## src/rtl/sertx_pkg.sv

```systemverilog
package sertx_pkg;
   typedef enum logic [1:0] {
      PROTO_UART    = 2'd0,
      PROTO_SPI_MST = 2'd1,
      PROTO_SPI_SLV = 2'd2,
      PROTO_I2C     = 2'd3
   } proto_e;

   localparam int unsigned SERTX_MAX_W = 32;
endpackage

```

## src/rtl/sertx_hold_reg.sv

```systemverilog
module sertx_hold_reg #(
   parameter int unsigned DATA_W = 16
) (
   input  logic              clk,
   input  logic              rst_n,
   input  logic              wr_en,
   input  logic [DATA_W:0]   wr_word,
   input  logic              tx_rst,
   input  logic              take,
   output logic [DATA_W-1:0] hold_data,
   output logic              hold_dir,
   output logic              empty
);
   localparam int unsigned DIR_POS = DATA_W;

   logic wr_acc;
   assign wr_acc = wr_en && !tx_rst;

   // storage for word and direction: written only on an accepted write
   always_ff @(posedge clk or negedge rst_n) begin
      if (!rst_n) begin
         hold_data <= '0;
         hold_dir  <= 1'b0;
      end else if (wr_acc) begin
         hold_data <= wr_word[DATA_W-1:0];
         hold_dir  <= wr_word[DIR_POS];
      end
   end

   // empty flag: reset beats write, write beats take
   always_ff @(posedge clk or negedge rst_n) begin
      if (!rst_n)      empty <= 1'b1;
      else if (tx_rst) empty <= 1'b1;
      else if (wr_en)  empty <= 1'b0;
      else if (take)   empty <= 1'b1;
   end

   AST_WR_CLEARS_EMPTY: assert property (@(posedge clk) disable iff (!rst_n)
      wr_acc |=> !empty);
   AST_RST_SETS_EMPTY: assert property (@(posedge clk) disable iff (!rst_n)
      tx_rst |=> empty);
   AST_TAKE_SETS_EMPTY: assert property (@(posedge clk) disable iff (!rst_n)
      (take && !wr_en) |=> empty);
   AST_WR_IN_TAKE_KEEPS: assert property (@(posedge clk) disable iff (!rst_n)
      (take && wr_acc) |=> !empty);
endmodule

```

## src/rtl/sertx_start_gate.sv

```systemverilog
module sertx_start_gate
   import sertx_pkg::*;
#(
   parameter bit HAS_FLOW     = 1'b1,
   parameter bit FLOW_ACT_LVL = 1'b0
) (
   input  logic       clk,
   input  logic       rst_n,
   input  logic [1:0] proto_sel,
   input  logic       flow_en,
   input  logic       flow_in,
   input  logic       ss_act,
   input  logic       sclk_edge,
   input  logic       empty,
   input  logic       shf_ready,
   input  logic       tx_rst,
   output logic       ld_ok
);
   proto_e proto;
   logic   uart_ok;
   logic   slv_ok;
   logic   proto_ok;

   assign proto = proto_e'(proto_sel);

   generate
      if (HAS_FLOW) begin : g_flow
         assign uart_ok = !flow_en || (flow_in == FLOW_ACT_LVL);
      end else begin : g_noflow
         assign uart_ok = 1'b1;
      end
   endgenerate

   assign slv_ok = ss_act && sclk_edge;

   always_comb begin
      unique case (proto)
         PROTO_UART:    proto_ok = uart_ok;
         PROTO_SPI_MST: proto_ok = 1'b1;
         PROTO_SPI_SLV: proto_ok = slv_ok;
         PROTO_I2C:     proto_ok = 1'b1;
         default:       proto_ok = 1'b0;
      endcase
   end

   assign ld_ok = !empty && shf_ready && !tx_rst && proto_ok;

   AST_SLAVE_NEEDS_SS_CLK: assert property (@(posedge clk) disable iff (!rst_n)
      (ld_ok && proto == PROTO_SPI_SLV) |-> (ss_act && sclk_edge));
   AST_FLOW_HONOURED: assert property (@(posedge clk) disable iff (!rst_n)
      (ld_ok && proto == PROTO_UART && flow_en && HAS_FLOW) |-> (flow_in == FLOW_ACT_LVL));
   AST_NO_LOAD_IN_RST: assert property (@(posedge clk) disable iff (!rst_n)
      tx_rst |-> !ld_ok);
endmodule

```

## src/rtl/sertx_dir_latch.sv

```systemverilog
module sertx_dir_latch (
   input  logic clk,
   input  logic rst_n,
   input  logic take,
   input  logic dir_in,
   output logic dir_out
);
   always_ff @(posedge clk or negedge rst_n) begin
      if (!rst_n)    dir_out <= 1'b0;
      else if (take) dir_out <= dir_in;
   end

   AST_DIR_ONLY_ON_LOAD: assert property (@(posedge clk) disable iff (!rst_n)
      !take |=> $stable(dir_out));
endmodule

```

## src/rtl/sertx_hold_ctrl.sv

```systemverilog
module sertx_hold_ctrl
   import sertx_pkg::*;
#(
   parameter int unsigned DATA_W       = 16,
   parameter bit          HAS_FLOW     = 1'b1,
   parameter bit          FLOW_ACT_LVL = 1'b0
) (
   input  logic              clk,
   input  logic              rst_n,
   input  logic [1:0]        proto_sel,
   input  logic              flow_en,
   input  logic              flow_in,
   input  logic              ss_act,
   input  logic              sclk_edge,
   input  logic              wr_en,
   input  logic [DATA_W:0]   wr_word,
   input  logic              tx_rst,
   input  logic              shf_ready,
   output logic              ld_stb,
   output logic [DATA_W-1:0] ld_data,
   output logic              dir_out,
   output logic              buf_empty
);
   generate
      if (DATA_W < 4 || DATA_W > SERTX_MAX_W) begin : g_bad_width
         $error("sertx_hold_ctrl: DATA_W out of range");
      end
   endgenerate

   logic              take;
   logic              empty;
   logic              hold_dir;
   logic [DATA_W-1:0] hold_data;

   sertx_hold_reg #(.DATA_W(DATA_W)) u_hold (
      .clk       (clk),
      .rst_n     (rst_n),
      .wr_en     (wr_en),
      .wr_word   (wr_word),
      .tx_rst    (tx_rst),
      .take      (take),
      .hold_data (hold_data),
      .hold_dir  (hold_dir),
      .empty     (empty)
   );

   sertx_start_gate #(.HAS_FLOW(HAS_FLOW), .FLOW_ACT_LVL(FLOW_ACT_LVL)) u_gate (
      .clk       (clk),
      .rst_n     (rst_n),
      .proto_sel (proto_sel),
      .flow_en   (flow_en),
      .flow_in   (flow_in),
      .ss_act    (ss_act),
      .sclk_edge (sclk_edge),
      .empty     (empty),
      .shf_ready (shf_ready),
      .tx_rst    (tx_rst),
      .ld_ok     (take)
   );

   sertx_dir_latch u_dir (
      .clk     (clk),
      .rst_n   (rst_n),
      .take    (take),
      .dir_in  (hold_dir),
      .dir_out (dir_out)
   );

   assign ld_stb    = take;
   assign ld_data   = hold_data;
   assign buf_empty = empty;

   AST_LOAD_NEEDS_DATA: assert property (@(posedge clk) disable iff (!rst_n)
      ld_stb |-> (!buf_empty && shf_ready));
   AST_DIR_FOLLOWS_WORD: assert property (@(posedge clk) disable iff (!rst_n)
      ld_stb |=> (dir_out == $past(hold_dir)));
endmodule

```

## config.mk

```make
export PLATFORM = sky130hd
export DESIGN_NAME = sertx_hold_ctrl
export DESIGN_NICKNAME = d
export VERILOG_FILES = /design/src/rtl/sertx_pkg.sv /design/src/rtl/sertx_hold_reg.sv /design/src/rtl/sertx_start_gate.sv /design/src/rtl/sertx_dir_latch.sv /design/src/rtl/sertx_hold_ctrl.sv
export SDC_FILE = /design/constraint.sdc
export NUM_CORES = 1
export LEC_CHECK = 0
export BUFFER_PORTS_ARGS = -buffer_cell sky130_fd_sc_hd__buf_4
export CAP_MARGIN = 15
export CORE_ASPECT_RATIO = 1.75
export CORE_MARGIN = 1.5
export CORE_UTILIZATION = 25
export CTS_CLUSTER_SIZE = 30
export DETAILED_ROUTE_END_ITERATION = 8
export SYNTH_ARGS = -nofsm -noshare
export SYNTH_HDL_FRONTEND = slang
export SYNTH_SLANG_ARGS = --single-unit
```

## constraint.sdc

```tcl
create_clock -name clk -period 1.4 [get_ports clk]
set_input_delay 0.21 -clock clk [delete_from_list [all_inputs] [get_ports clk]]
set_output_delay 0.21 -clock clk [all_outputs]
set_load 0.02 [all_outputs]
```

After elaboration in Yosys (flattened, before gate mapping)
Cells that the tools add are included.
{"block": "op_classes", "reduce_logical": 12, "n_eq_ne": 3, "mux": 4, "bitwise_logic": 1}
{"cell": "$logic_and 1x1->1", "count": 5}
{"cell": "$eq 2x2->1 const B", "count": 2}
{"cell": "$logic_not 1->1", "count": 3}
{"cell": "$mux 1", "count": 3}
{"cell": "$pmux 1 s3", "count": 1}
{"cell": "$reduce_bool 3->1", "count": 1}
{"cell": "$eq 2x1->1 const B", "count": 1}
{"cell": "$logic_not 2->1", "count": 1}
{"cell": "$reduce_or 2->1", "count": 1}
{"cell": "$logic_or 1x1->1", "count": 1}
{"cell": "$not 1->1", "count": 1}
{"block": "word_totals", "wordCells": 24, "regBits": 19}

Longest topological paths before layout
Gate-level depths: netlist of run 1.
{"block": "depth", "depth_word": 7, "mapped_depth": 4, "ltp_nobuf": 3}

Cells and area by module
Synthesis of run 1 repeated with hierarchy kept, for this count alone.
{"block": "hier_totals", "hier_cells": 46, "hier_area_um2": 809.5}
{"mod": "sertx_hold_reg", "n_inst": 1, "seq_area_each_um2": 451.7, "cells_each": 40, "area_per_inst_um2": 737.0}
{"mod": "sertx_dir_latch", "n_inst": 1, "seq_area_each_um2": 25.0, "cells_each": 2, "area_per_inst_um2": 40.0}
{"mod": "sertx_start_gate", "n_inst": 1, "seq_area_each_um2": 0.0, "cells_each": 4, "area_per_inst_um2": 32.5}

Least setup slack after synthesis of run 1
No wires, ideal clock.
{"block": "synth_path", "kind": "register to register", "startpoint": "register u_hold.empty", "endpoint": "register u_dir.dir_out", "t_required_ns": 1.272, "stages_incl_launch_ff": 4, "path_buffers": 0, "arrival_ns": 1.063, "slack_ns": 0.209, "period_less_slack_ns": 1.191, "setup_ns": 0.128, "cell_sequence": "dfstp_2 nor2_1 o311ai_2 mux2_1"}
{"block": "synth_between", "elab_chain_cells": 4}
{"item": "from (decl)", "line_no": "sertx_hold_reg.sv:12", "rtl": "output logic empty"}
{"item": "from (signal assigned)", "line_no": "sertx_hold_reg.sv:32", "rtl": "if (!rst_n) empty <= 1'b1;"}
{"item": "from (signal assigned)", "line_no": "sertx_hold_reg.sv:33", "rtl": "else if (tx_rst) empty <= 1'b1;"}
{"item": "from (signal assigned)", "line_no": "sertx_hold_reg.sv:34", "rtl": "else if (wr_en) empty <= 1'b0;"}
{"item": "$logic_not 1->1", "line_no": "sertx_start_gate.sv:46", "rtl": "assign ld_ok = !empty && shf_ready && !tx_rst && proto_ok;"}
{"item": "$logic_and 1x1->1 (3 in a row)", "line_no": "sertx_start_gate.sv:46"}
{"item": "to (signal assigned)", "line_no": "sertx_dir_latch.sv:10", "rtl": "else if (take) dir_out <= dir_in;"}
{"item": "to (decl)", "line_no": "sertx_dir_latch.sv:6", "rtl": "output logic dir_out"}
Every way passes these cells.
A chain may end at the register's enable or synchronous reset.

Worst setup path in the final report of run 1
{"block": "layout_path", "startpoint": "register u_hold.empty", "endpoint": "output ld_stb"}
{"block": "layout_between", "elab_chain_cells": 4}
{"item": "$logic_not 1->1", "line_no": "sertx_start_gate.sv:46"}
{"item": "$logic_and 1x1->1 (3 in a row)", "line_no": "sertx_start_gate.sv:46"}
{"item": "to (decl)", "line_no": "sertx_hold_ctrl.sv:19", "rtl": "output logic ld_stb,"}
Every way passes these cells.

==> results of run 1 <==
==> sequential cells by signal (all words and copies together) (netlist names) <==
name	count
u_dir.dir_out	1
u_hold.hold_dir	1
u_hold.empty	1
u_hold.hold_data	16
==> per-stage QoR <==
stage / util / area [um2] / worst slack [ns]
detailed placement: 0.403 / 1190 / 0.143
global placement: 0.403 / 1190 / 0.159
finish: 0.423 / 1250 / 0.0475
CTS: 0.422 / 1250 / 0.0120
floorplan: - / 791 / 0.209
global route: 0.423 / 1250 / 0.00489
==> worst paths after layout <==
check	from	end	slack [ns]	depth (start not counted)
max	u_hold.empty	ld_stb	0.05	4
min	wr_word[4]	u_hold.hold_data[4]	0.17	2
max reg2reg	u_hold.empty	u_dir.dir_out	0.28	3
min reg2reg	u_hold.hold_data[2]	u_hold.hold_data[2]	0.49	1
max in group asynchronous	rst_n	u_hold.empty	0.78	2
min in group asynchronous	rst_n	u_hold.hold_data[13]	0.36	2
==> cells in the final DEF, fill, tap and decap left out <==
master          n
nor2b_2         1
clkinv_2        1
mux2_1          9
o31ai_1         1
nor2_2          1
o311ai_2        1
clkbuf_8        3
inv_1           1
and3_4          1
buf_12          1
a21oi_1         2
dfstp_2         1
dlygate4sd3_1   1
buf_4          46
dfrtp_1        18
mux2_4          9
==> timing repair <==
action                                 CTS  global route
setup endpoints to repair                0             1
gates resized for setup                  0             1
buffers inserted                         0             0
hold buffers                             1             0
endpoints found under the hold margin   18             0
==> area by class of cell <==
cell class	instances	area share
Multi-Input combinational cell	25	0.237
Sequential cell	19	0.381
Tap cell	42	0.0420
Clock buffer	3	0.0330
Timing Repair Buffer	48	0.300
Clock inverter	1	0.00400
Inverter	1	0.00300
==> worst reg2reg max path, delay by kind of cell, from the launching register on <==
kind             cells  cell delay (ns)
AND/OR/NAND/NOR      1             0.05
flip-flops           1             0.53
multiplexers         1             0.35
AO/OA/AOI/OAI        1             0.08
==> power breakdown <==
group	leakage, nW	switching, mW	internal, mW	total, mW
clock	0.0255	0.167	0.197	0.364
combinational	0.364	0.193	0.241	0.434
sequential	0.222	0.0455	0.637	0.682
total	0.611	0.406	1.07	1.48
==> layer usage <==
layer  GRT usage  vias up  wire length [um]
li1            -      269                 -
met3      0.0163        4               112
met1      0.0997      282               560
met5           0        -                 0
met4      0.0441        0                15
met2       0.165       25               890
==> cells by family (layout without fill, tap and decap cells) <==
kind of cell | Yosys count | in the layout
AOI/OAI and AO/OA | 4 | 4
buffers and inverters | 3 | 53
muxes | 18 | 18
DFF | 19 | 19
and+or+nand+nor | 3 | 3
==> summary.txt, run 1 <==
Setup path
  • Crit path max-delay family: flip-flops
  • Crit path launch type: register
  • Critical path's largest stage delay: 0.53 ns
  • CP endpoint kind: output pin
  • Buf+Inv Stages, Crit Path: 2
  • Crit path required time: 1.19 ns
  • Worst-path fanout max: 2
  • Worst setup path class: register to output pin
  • CP max stage cell: dfstp_2
  • Cells along the critical path: nor2_2, o311ai_2, inv_1, buf_4
  • Worst EP arrival: 1.14 ns

Timing
  • Hold slack: 0.173 ns
  • Final Hold Fails: 0
  • Skew final: 0.0000920 ns
  • Unrepaired setup endpoints after global routing: no
  • Setup TNS: 0 ns
  • Clock period minus worst slack: 1.35 ns
  • Worst slew pin tran: 0.271 ns
  • Final setup viols: 0
  • Max Fclk: 0.739 GHz
  • Max Slew Vio Count: 0
  • Final Cycle Share: 0.966
  • Slew margin rel.: 0.819

Layout
  • Ratio of cells with drive above 1 in the final layout: 0.670
  • P&R area growth vs syn: 58.2%
  • N_diodes: 0
  • Storage cell area: 477 um2
  • Filler Cell Count: 288
  • Non-filler cells, final: 139
  • Area of the multi-input gates: 297 um2
  • Layout Nets: 126

Clock network
  • CTS root buf: clkbuf_8
  • Buffer depth of the longest clock path: 2
  • CTS tree: built
  • Skew-Pair Late Insertion Delay: 0.25 ns
  • Htree depth: 1
  • Clock transition at path regs: 0.07 ns
  • TritonCTS Buffers: 3
  • Clk sinks: 19

Run
  • Max-cap violations: 0

Place
  • Detailed-placement wirelength estimate: 1.24 mm
  • GP Congestion: 0.632
  • Placed insts: 134
  • IO Port Bufs: 46

Detailed routing
  • Vias per inst: 4.17
  • 1st-iter DRT viols: 3
  • Final WL: 1.58 mm
  • Drt drc: 0
  • Vias: 580
  • Router iterations before antenna repair: 2
  • WL/cell: 11.4 um
  • Antenna Violating Nets Remaining: 0

Logic synthesis
  • Synth Warn #: 0
  • Syn_nets: 75
  • Synth cell count leaders: dfrtp_1 (18), mux2_1 (9), mux2_4 (9), a21oi_1 (2)
  • Adder-Cell Fraction of Synth Area: 0
  • Async SR Flop Fraction: 1.00
  • Cell Area, Synth: 791 um2
  • Prevailing post-synth register cell: dfrtp_1
  • Netlist cell types: 13
  • Synth Register Bits: 19
  • Number of enable flip-flop cells after synthesis: 0
  • Most frequent cell after synthesis: dfrtp_1
  • Synth Area in Compound Gates: 0.0427
  • Post-synthesis mux area share: 0.299
  • Sequential share of the synthesized area: 0.603
  • Post-synth top area share: 0.570
  • Syn Inst Count: 47
  • Post-synthesis simple-gate area fraction: 0.0269
  • Yosys top cell by area: dfrtp_1
  • Synth top area cells: dfrtp_1 (57%), mux2_4 (17%), mux2_1 (13%), dfstp_2 (3.3%), o311ai_2 (2.1%)
  • Mean Syn Cell Area: 16.8 um2
  • Main combinational cell family by area after synthesis: multiplexers
  • XOR/XNOR Fraction of Synth Area: 0

Die
  • Die width: 45.5 um
  • Initial Util: 0.267
  • Die H: 77.4 um
  • Row count: 26
  • I/O Pins: 47
  • DIE AREA: 0.00352 mm2
  • Core ar.: 0.00296 mm2

GRT
  • All-Layer GR Usage: 0.0933
  • Total gr overflow: 0
  • First-pass GRT wire length: 2.45 mm
  • Initial antenna violation count: 0
  • Vias in the first global route: 585
  • Largest net degree at the start of global routing: 20

Power and ir drop
  • Leak: 0.611 nW
  • VDD IR max: 0.581 mV
  • Power density of the placed cells: 1180 mW/mm2
  • Final Total Pwr: 1.48 mW

Run status
  • Outcome: finished clean

Hold path
  • Min-Delay Path Class: primary input to register
Power figures use the tool's default switching activity.
==> inputs of run 2 (changes only) <==
--- a/config.mk
+++ b/config.mk
@@ -12,6 +12,8 @@
 export CORE_UTILIZATION = 25
 export CTS_CLUSTER_SIZE = 30
 export DETAILED_ROUTE_END_ITERATION = 8
+export GPL_ROUTABILITY_DRIVEN = 0
+export PLACE_DENSITY = 0.63
 export SYNTH_ARGS = -nofsm -noshare
 export SYNTH_HDL_FRONTEND = slang
 export SYNTH_SLANG_ARGS = --single-unit
==> run 2 against run 1 <==
Compared with the run above:
- non-clock buffer count is 1 higher
- largest power group unchanged
- clock skew hardly changed
- worst hold slack better by 0.0027 ns
==> summary.txt, run 2 (synthesized netlist as in run 1, its figures left out) <==
Run status
  • Outcome: finished clean

Power and ir drop
  • Psw: 410 uW (+0.99%)
  • Sw Share: 0.275 (+0.000494)
  • Clock network power share: 0.246 (about the same)
  • VDD IR max: 0.528 mV (-9.1%)
  • Internal power: 1.08 mW (+0.74%)
  • Leak: 0.615 nW (+0.59%)
  • Power density of the placed cells: 1170 mW/mm2 (-1.2%)
  • Sequential share of power: 0.458 (-0.003)
  • Final Total Pwr: 1.49 mW (+0.81%)
  • Combinational share of power: 0.296 (+0.003)

GRT
  • Largest net degree at the start of global routing: 20 (unchanged)
  • Vias in the first global route: 624 (+6.7%)
  • First-pass GRT wire length: 2.75 mm (+12%)
  • Total gr overflow: 0 (unchanged)
  • All-Layer GR Usage: 0.108 (+0.0142)
  • Initial antenna violation count: 0 (unchanged)

Timing
  • Max Slew Vio Count: 0 (unchanged)
  • Final Hold Fails: 0 (unchanged)
  • Max Fclk: 0.745 GHz (+0.77%)
  • Setup TNS: 0 ns (unchanged)
  • Slew margin rel.: 0.785 (-0.0344)
  • Final setup viols: 0 (unchanged)
  • Final Cycle Share: 0.959 (-0.00741)
  • Clock period minus worst slack: 1.34 ns (-0.0104 ns)
  • Worst slew pin tran: 0.323 ns (+0.0520 ns)
  • Skew final: 0.000116 ns (+0.0000240 ns)
  • Unrepaired setup endpoints after global routing: no

Die
  • Initial Util: 0.267 (unchanged)
  • Row count: 26 (unchanged)
  • Die width: 45.5 um (unchanged)
  • DIE AREA: 0.00352 mm2 (unchanged)
  • Core ar.: 0.00296 mm2 (unchanged)
  • I/O Pins: 47 (unchanged)
  • Die H: 77.4 um (unchanged)

Detailed routing
  • WL/cell: 11.7 um (+3.2%)
  • Drt drc: 0 (unchanged)
  • Final WL: 1.64 mm (+4.0%)
  • Vias: 582 (+0.34%)
  • Router iterations before antenna repair: 4 (+2)
  • 1st-iter DRT viols: 12 (+9)
  • Antenna Violating Nets Remaining: 0 (unchanged)
  • Vias per inst: 4.16 (-0.37%)

Setup path
  • Worst EP arrival: 1.13 ns (about the same)
  • Crit path required time: 1.19 ns (about the same)
  • Worst-path fanout max: 2 (unchanged)
  • Crit path launch type: register
  • CP endpoint kind: output pin
  • Worst setup path class: register to output pin

Place
  • Detailed-placement wirelength estimate: 1.26 mm (+2.1%)
  • IO Port Bufs: 46 (unchanged)

Layout
  • N_diodes: 0 (unchanged)
  • Layout Nets: 127 (+0.79%)
  • Largest register FFs: 16 (unchanged)
  • Most common cell after layout, fill and taps aside: buf_4
  • P&R area growth vs syn: 61.4%
  • Commonest non-fill, non-tap cells in the layout: buf_4 (46), dfrtp_1 (18), mux2_4 (9), mux2_1 (9), clkbuf_8 (3)
  • Most flops, register: u_hold.hold_data
  • Ratio of cells with drive above 1 in the final layout: 0.663 (-0.00684)

Hold path
  • Min-Delay Path Class: primary input to register

Clock network
  • CTS root buf: clkbuf_8
  • Skew-Pair Late Insertion Delay: 0.25 ns (about the same)
  • Clk sinks: 19 (unchanged)
  • CTS tree: built
  • Buffer depth of the longest clock path: 2 (unchanged)
  • TritonCTS Buffers: 3 (unchanged)
  • Htree depth: 1 (unchanged)
  • Clock transition at path regs: 0.07 ns (about the same)

Run
  • Max-cap violations: 0 (unchanged)
## run 2: what timing repair did
action	4_1_cts	5_1_grt
setup endpoints to repair	1	1
resized for setup	1	3
endpoints found under the hold margin	18	0
buffers inserted	0	1
pin swaps	0	1
hold buffers	1	0
## run 2: layer usage
metal / vias to the layer above / routed length, um / global-route usage
li1: 265 / - / -
met1: 288 / 552 / 0.112
met2: 24 / 946 / 0.180
met3: 5 / 84 / 0.0163
met4: 0 / 58 / 0.0794
met5: - / 0 / 0
## run 2: worst max-delay path: stages, from the launching register on
cell      delay [ns]
dfstp_2         0.56
nor2_4          0.05
o311ai_4        0.06
inv_1           0.09
buf_6           0.14
## run 2: worst paths after layout
kind,startpoint,end,slack [ns],depth (start not counted)
min in group asynchronous,rst_n,u_hold.hold_data[9],0.36,2
max in group asynchronous,rst_n,u_hold.empty,0.78,2
worst max register to register,u_hold.empty,u_dir.dir_out,0.17,4
worst min-delay path,wr_word[3],u_hold.hold_data[3],0.18,2
worst min register to register,u_hold.hold_dir,u_dir.dir_out,0.48,1
worst max-delay path,u_hold.empty,ld_stb,0.06,4
## run 2: final cells by class
| type | count | area [um2] |
|---|---|---|
| inverters | 1 | 3.75 |
| multi-input cells | 25 | 312 |
| well taps | 42 | 52.6 |
| repair buffers | 49 | 387 |
| fillers | 281 | 1680 |
| flip-flops and latches | 19 | 477 |
| clock buffers | 4 | 45.0 |
## run 2: power groups by stage
stage                     Clock, mW  Combinational, mW  Sequential, mW
after floorplan                   0              0.117           0.789
after global placement            0              0.434           0.689
after detailed placement          0              0.441           0.690
after CTS                     0.385              0.443           0.682
after global routing          0.411              0.470           0.695
final                         0.366              0.442           0.683
## run 2: metrics by stage
stage	cells	hold WS (ns)	cell area, um2	util	worst slack (ns)
after global routing	140	0.165	1280	0.431	0.00226
after detailed placement	134	0.0954	1190	0.403	0.102
after global placement	134	0.0954	1190	0.403	0.155
after floorplan	47	-0.0856	791	-	0.209
final	140	0.175	1280	0.431	0.0579
after CTS	139	0.168	1250	0.423	0.00151
